==> src/rtl/tdm_seq_pkg.sv <==
package tdm_seq_pkg;

    typedef enum logic [2:0] {
        S_IDLE,
        S_WAIT_SYNC,
        S_DISCARD,
        S_RUN,
        S_FAULT
    } seq_state_e;

endpackage

==> src/rtl/tdm_seq_ctrl.sv <==
module tdm_seq_ctrl
    import tdm_seq_pkg::*;
#(
    parameter int NCH = 32,
    parameter int CHW = 5,
    parameter int CSW = 5,
    localparam int DW = $clog2(2 * NCH * (1 << CSW)) + 1
) (
    input  logic           clk,
    input  logic           rst,
    input  logic           enable,
    input  logic           unified,
    input  logic [2:0]     active_links,
    input  logic           fsync,
    input  logic           slot_valid,
    input  logic [CHW-1:0] slot_idx,
    input  logic [CHW-1:0] ncf,
    input  logic [CSW-1:0] cs,
    output seq_state_e     st_o,
    output logic           go,
    output logic           sending,
    output logic           clear,
    output logic           cfg_bad
);

    seq_state_e     st_q, st_d;
    logic [DW-1:0]  disc_q;
    logic [DW-1:0]  disc_load;
    logic [DW-1:0]  width_b;
    logic [DW-1:0]  pairs;
    logic           sync_hit;
    logic           disc_last;

    // size of one slot in bits and the length of the dropped block
    always_comb begin
        width_b   = DW'(cs) + DW'(1);
        pairs     = DW'(ncf) - DW'(1);
        disc_load = (ncf >= CHW'(2)) ? ((pairs * width_b) << 1) : '0;
    end

    assign cfg_bad   = unified && (active_links != 3'd1);
    assign sync_hit  = (st_q == S_WAIT_SYNC) && fsync;
    assign disc_last = disc_q <= width_b;

    // next-state logic
    always_comb begin
        st_d = st_q;
        if (!enable) begin
            st_d = S_IDLE;
        end else if (cfg_bad) begin
            st_d = S_FAULT;
        end else begin
            unique case (st_q)
                S_IDLE:      st_d = S_WAIT_SYNC;
                S_FAULT:     st_d = S_WAIT_SYNC;
                S_WAIT_SYNC: begin
                    if (fsync)
                        st_d = (unified && (disc_load != '0)) ? S_DISCARD : S_RUN;
                end
                S_DISCARD:   if (go && disc_last) st_d = S_RUN;
                S_RUN:       st_d = S_RUN;
                default:     st_d = S_IDLE;
            endcase
        end
    end

    // state register
    always_ff @(posedge clk) begin
        if (rst) st_q <= S_IDLE;
        else     st_q <= st_d;
    end

    // discard counter, loaded on the starting frame sync
    always_ff @(posedge clk) begin
        if (rst) begin
            disc_q <= '0;
        end else if (sync_hit && enable && !cfg_bad) begin
            disc_q <= disc_load;
        end else if (go && (st_q == S_DISCARD)) begin
            disc_q <= disc_last ? '0 : (disc_q - width_b);
        end
    end

    // outputs of the state machine
    always_comb begin
        go      = 1'b0;
        sending = 1'b0;
        clear   = 1'b0;
        unique case (st_q)
            S_IDLE, S_WAIT_SYNC, S_FAULT: clear = 1'b1;
            S_DISCARD: go = slot_valid && (slot_idx <= ncf);
            S_RUN: begin
                go      = slot_valid && (slot_idx <= ncf);
                sending = 1'b1;
            end
            default: clear = 1'b1;
        endcase
    end

    assign st_o = st_q;


    idle_on_disable_chk: assert property (@(posedge clk) disable iff (rst)
        !enable |=> (st_q == S_IDLE));


    fault_entry_chk: assert property (@(posedge clk) disable iff (rst)
        (enable && cfg_bad) |=> (st_q == S_FAULT));


    discard_needs_shared_chk: assert property (@(posedge clk) disable iff (rst)
        (st_q == S_DISCARD) |-> unified);

endmodule

==> src/rtl/tdm_ptr_bank.sv <==
module tdm_ptr_bank #(
    parameter int NCH = 32,
    parameter int CHW = 5,
    parameter int BSW = 12
) (
    input  logic           clk,
    input  logic           rst,
    input  logic           clear,
    input  logic           adv,
    input  logic [CHW-1:0] sel,
    input  logic [BSW-1:0] step,
    input  logic [BSW-1:0] buf_size,
    output logic [BSW-1:0] off_o
);

    logic [BSW-1:0] off_q [NCH];

    for (genvar g = 0; g < NCH; g++) begin : g_chan
        logic [BSW:0]   sum;
        logic [BSW-1:0] nxt;

        always_comb begin
            sum = {1'b0, off_q[g]} + {1'b0, step};
            nxt = (sum >= {1'b0, buf_size}) ? '0 : sum[BSW-1:0];
        end

        always_ff @(posedge clk) begin
            if (rst || clear)
                off_q[g] <= '0;
            else if (adv && (sel == CHW'(g)))
                off_q[g] <= nxt;
        end


        off_range_chk: assert property (@(posedge clk) disable iff (rst || clear)
            (off_q[g] == '0) || (off_q[g] < buf_size));
    end

    assign off_o = off_q[sel];

endmodule

==> src/rtl/tdm_addr_seq.sv <==
module tdm_addr_seq
    import tdm_seq_pkg::*;
#(
    parameter int NCH = 32,
    parameter int CHW = 5,
    parameter int CSW = 5,
    parameter int AW  = 16,
    parameter int BSW = 12
) (
    input  logic              clk,
    input  logic              rst,
    input  logic              enable,
    input  logic              unified,
    input  logic [2:0]        active_links,
    input  logic              fsync,
    input  logic              slot_valid,
    input  logic [CHW-1:0]    slot_idx,
    input  logic [CHW-1:0]    ncf,
    input  logic [CSW-1:0]    cs,
    input  logic [BSW-1:0]    buf_size,
    input  logic [NCH*AW-1:0] tx_base_flat,
    input  logic [NCH*AW-1:0] rx_base_flat,
    input  logic [2*NCH-1:0]  conv_flat,
    output logic              tx_rd,
    output logic              tx_send,
    output logic [AW-1:0]     tx_addr,
    output logic              rx_wr,
    output logic [AW-1:0]     rx_addr,
    output logic [1:0]        conv_sel,
    output logic [CHW-1:0]    slot_out,
    output logic              cfg_err
);

    localparam int STW = CSW - 2;

    seq_state_e     st;
    logic           go;
    logic           sending;
    logic           clear;
    logic [CHW-1:0] sel;
    logic [STW-1:0] step;
    logic [BSW-1:0] off;

    logic [AW-1:0] tx_base [NCH];
    logic [AW-1:0] rx_base [NCH];
    logic [1:0]    conv    [NCH];

    for (genvar k = 0; k < NCH; k++) begin : g_unpack
        assign tx_base[k] = tx_base_flat[k*AW +: AW];
        assign rx_base[k] = rx_base_flat[k*AW +: AW];
        assign conv[k]    = conv_flat[2*k +: 2];
    end

    // shared mode takes every parameter from channel 0
    assign sel  = unified ? '0 : slot_idx;
    assign step = STW'(cs >> 3) + STW'(1);

    tdm_seq_ctrl #(
        .NCH (NCH),
        .CHW (CHW),
        .CSW (CSW)
    ) u_ctrl (
        .clk          (clk),
        .rst          (rst),
        .enable       (enable),
        .unified      (unified),
        .active_links (active_links),
        .fsync        (fsync),
        .slot_valid   (slot_valid),
        .slot_idx     (slot_idx),
        .ncf          (ncf),
        .cs           (cs),
        .st_o         (st),
        .go           (go),
        .sending      (sending),
        .clear        (clear),
        .cfg_bad      (cfg_err)
    );

    tdm_ptr_bank #(
        .NCH (NCH),
        .CHW (CHW),
        .BSW (BSW)
    ) u_bank (
        .clk      (clk),
        .rst      (rst),
        .clear    (clear),
        .adv      (go),
        .sel      (sel),
        .step     (BSW'(step)),
        .buf_size (buf_size),
        .off_o    (off)
    );

    // registered address and strobe stage
    always_ff @(posedge clk) begin
        if (rst) begin
            tx_rd    <= 1'b0;
            rx_wr    <= 1'b0;
            tx_send  <= 1'b0;
            tx_addr  <= '0;
            rx_addr  <= '0;
            conv_sel <= 2'b00;
            slot_out <= '0;
        end else begin
            tx_rd   <= go;
            rx_wr   <= go;
            tx_send <= go && sending;
            if (go) begin
                tx_addr  <= tx_base[sel] + AW'(off);
                rx_addr  <= rx_base[sel] + AW'(off);
                conv_sel <= conv[sel];
                slot_out <= slot_idx;
            end
        end
    end


    send_has_read_chk: assert property (@(posedge clk) disable iff (rst)
        tx_send |-> tx_rd);


    discard_mute_chk: assert property (@(posedge clk) disable iff (rst)
        (st == S_DISCARD) |=> !tx_send);


    fault_quiet_chk: assert property (@(posedge clk) disable iff (rst)
        (st == S_FAULT) |=> (!tx_rd && !rx_wr));


    out_of_range_slot_chk: assert property (@(posedge clk) disable iff (rst)
        (slot_valid && (slot_idx > ncf)) |=> (!tx_rd && !rx_wr));


    wait_sync_quiet_chk: assert property (@(posedge clk) disable iff (rst)
        (st == S_WAIT_SYNC) |=> !tx_rd);

endmodule

==> config.mk <==
export PLATFORM = sky130hd
export DESIGN_NAME = tdm_addr_seq
export DESIGN_NICKNAME = d
export VERILOG_FILES = /design/src/rtl/tdm_seq_pkg.sv /design/src/rtl/tdm_seq_ctrl.sv /design/src/rtl/tdm_ptr_bank.sv /design/src/rtl/tdm_addr_seq.sv
export SDC_FILE = /design/constraint.sdc
export NUM_CORES = 2
export LEC_CHECK = 0
export ABC_CLOCK_PERIOD_IN_PS = 6790
export BUFFER_PORTS_ARGS = -buffer_cell sky130_fd_sc_hd__buf_2
export CAP_MARGIN = 20
export CORE_AREA = 2 2 451 453
export CTS_CLUSTER_SIZE = 14
export DETAILED_ROUTE_END_ITERATION = 10
export DIE_AREA = 0 0 453 455
export PLACE_DENSITY = 0.5
export SLEW_MARGIN = 0
export SYNTH_ARGS = -nofsm -noshare
export SYNTH_HDL_FRONTEND = slang
export SYNTH_SLANG_ARGS = --single-unit
==> constraint.sdc <==
create_clock -name clk -period 6.79 [get_ports clk]
set_input_delay 0.3395 -clock clk [delete_from_list [all_inputs] [get_ports clk]]
set_output_delay 0.3395 -clock clk [all_outputs]
set_load 0.03 [all_outputs]
==> flow_summary.ini <==
[status]
status = completed

[critical_path]
critPathMaxFanout = 41
cp-start-kind = input pin
required_ps = 7360
critPathArrivalTime_ps = 6560
critPathCaptureType = register
crit_type = in -> reg
worst_r2r_path_depth = 14

[global_route]
grt_pass1_vias = 48649
grt_use_total = 0.273
overflow = 0
met3_usage = 0.0490
grt_pass1_wl_um = 393000
antenna_found_initial = 59
grtUsageMet2 = 0.440
grt.met1_usage = 0.339
grt_max_degree = 114
busiest_layer = met2

[routing]
drtPass1Iterations = 6
drc_errors = 0
antenna_left = 0
vias_per_cell = 5.44
detail_route.wl_per_cell_um = 32.0
first_iter_violations = 5290
vias = 50291
finalWirelength_um = 296000

[place]
place_inst = 9095
dpl_worst_slack_ps = 370
place_congestion = 1.00
hpwl_um = 232000
io_buffers = 1166
placed_cell_area_um2 = 57600

[synthesis]
yosys_register_bits = 440
ys_seq_area_frac = 0.263
yosysTopAreaCell = edfxtp_1
yosysMostFrequentCell = ha_1
yosys-top-cells-area = edfxtp_1 (24%), ha_1 (14%), mux2i_1 (5.8%)
synth_warnings = 0
yosysUniqueCellTypes = 92
synthTopCellsByCount = ha_1 (532), nor2_1 (385), edfxtp_1 (384), o22ai_1 (306), nand2_1 (304)
synthCells = 5365
synth_top_area_share = 0.239
synth.avg_cell_area_um2 = 8.97
synth_edf_count = 384
synth_flop_cell = edfxtp_1
async_flop_share = 0
syn-cell-area_um2 = 48100
syn-num-nets = 7079

[timing]
slew-limit-headroom = 0.144
setup_ws_ps = 794
tightest_slew_ps = 1280
hold-worst-slack_ps = 117
skew_ps = 56.5
finalHoldViolCount = 0
setup_viol = 0
slew_viol_final = 0
fin_tns_setup_ps = 0
fin_crit_sh = 0.883
fmax_ghz = 0.167
rsz0062_at_grt = no
fin_crit_ps = 6000

[cts]
clock_latency_ps = 730
ctsHtreeMaxLevel = 2
cts.repair.resized = 0
cts_root_buffer = clkbuf_16
cts_buffers = 58
cts.sinks = 440
cts_setup_buffers = 0
clock_path_buffers = 3
clk_pin_slew_worst_paths_ps = 60
cts_tree = built

[die]
fp.dieH_um = 455
io_pins = 1167
coreArea_um2 = 201000
die_area_um2 = 206000
die_w_um = 453
initial_core_util = 0.239
row_count = 165

[final_layout]
seqCellArea_um2 = 12700
finalNonFillerCells = 9237
multi_input_area_um2 = 33200
stdcell_area_um2 = 59700
drive_gt1_frac = 0.238
syn2layout_area_growth_pct = 23.9
finalNetCount = 8200
fill_cells = 21520
postLayoutCoreUtil = 0.296

[min_path]
whs_path_depth = 4
hp-class = in -> reg

[job]
cap_violations = 0

[pwr]
total_power_mw = 9.04
ir_drop_v = 0.000220
pwr_density_cell_nw_per_um2 = 151
p_leak_nw = 27.3
[final timing paths]
check / startpoint / end / slack (ps)
max: slot_idx[0] / tx_addr[15] / 790
min: cs[0] / u_ctrl.disc_q[1] / 120
max reg2reg: u_bank.off_q[9][5] / tx_addr[15] / 2210
min reg2reg: tx_addr[3] / tx_addr[3] / 450
[cells by family (layout without fill, tap and decap cells)]
group,after synthesis,count (layout),share of synthesized area
XOR/XNOR,361,361,0.0661
AND/OR/NAND/NOR,1466,1466,0.156
multiplexers,346,346,0.0762
buffers and inverters,566,1736,0.0514
flip-flops,440,440,0.263
AO/OA/AOI/OAI,1596,1596,0.226
adder cells (fa/ha/maj),590,590,0.162
other,0,30,0
[flip-flops by register name, indices dropped and copies added (netlist names)]
signal / count
u_bank.off_q: 384
rx_addr: 16
tx_addr: 16
u_ctrl.disc_q: 12
slot_out: 5
u_ctrl.st_o: 3
conv_sel: 2
rx_wr: 1
tx_send: 1
[repair_timing]
action                                 CTS  global route
endpoints found under the hold margin    3             0
setup endpoints to repair                0             0
hold buffers                             3             0
[metal layers]
layer  vias up  routed length (um)
met5         -                 140
met1     24704              119000
met2      2582              134000
met4        24               20400
met3       547               21800
li1      22434                   -
[cell usage in the layout (no fill, tap or decap), types with 16 or more instances in the layout]
cell type and n:
and3_1 64, o21ai_0 254, nor3_1 40, a211oi_1 62, o221ai_1 59, nor2b_1 255, nand3_1 96, o21a_1 22
buf_4 169, inv_1 269, clkbuf_16 58, clkinv_1 16, diode_2 30, o22a_1 44, a21oi_1 260, o2111ai_1 43
o211ai_1 16, nand2b_1 56, xnor2_1 243, a221oi_1 23, mux2_2 56, dfxtp_1 56, a21o_1 179, nor3b_1 25
and2_1 91, o22ai_1 306, nand2_1 302, a22oi_1 85, ha_1 531, edfxtp_1 384, nand4_1 76, buf_2 1163
a22o_1 100, fa_1 58, mux2i_1 279, xor2_1 116, nor2_1 381
[worst max-delay path, cell delays in order]
cell	delay [ps]
buf_8	200
or2b_4	640
o22ai_1	150
a22o_1	270
a22oi_1	830
o221ai_1	720
o21ai_0	910
ha_1	370
nand3_1	130
o2111ai_1	220
o211ai_1	180
o311ai_0	570
nor4_1	200
nor4_2	360
xor2_1	110
a22o_1	230
[area by class of cell]
class / instances / area share
clock inverter: 39 / 0.00717
tap: 2672 / 0.0560
clock buffer: 70 / 0.0251
multi-input combinational: 4359 / 0.556
sequential: 440 / 0.212
antenna: 30 / 0.00126
inverter: 272 / 0.0173
timing repair buffer: 1355 / 0.125
[where the power goes]
part / leakage [nW] / switching (mW) / total (mW) / internal (mW)
combinational: 21.2 / 1.81 / 2.84 / 1.03
clock: 0.932 / 1.41 / 3.28 / 1.87
sequential: 5.18 / 0.0116 / 2.92 / 2.91
Power figures use the tool's default switching activity.
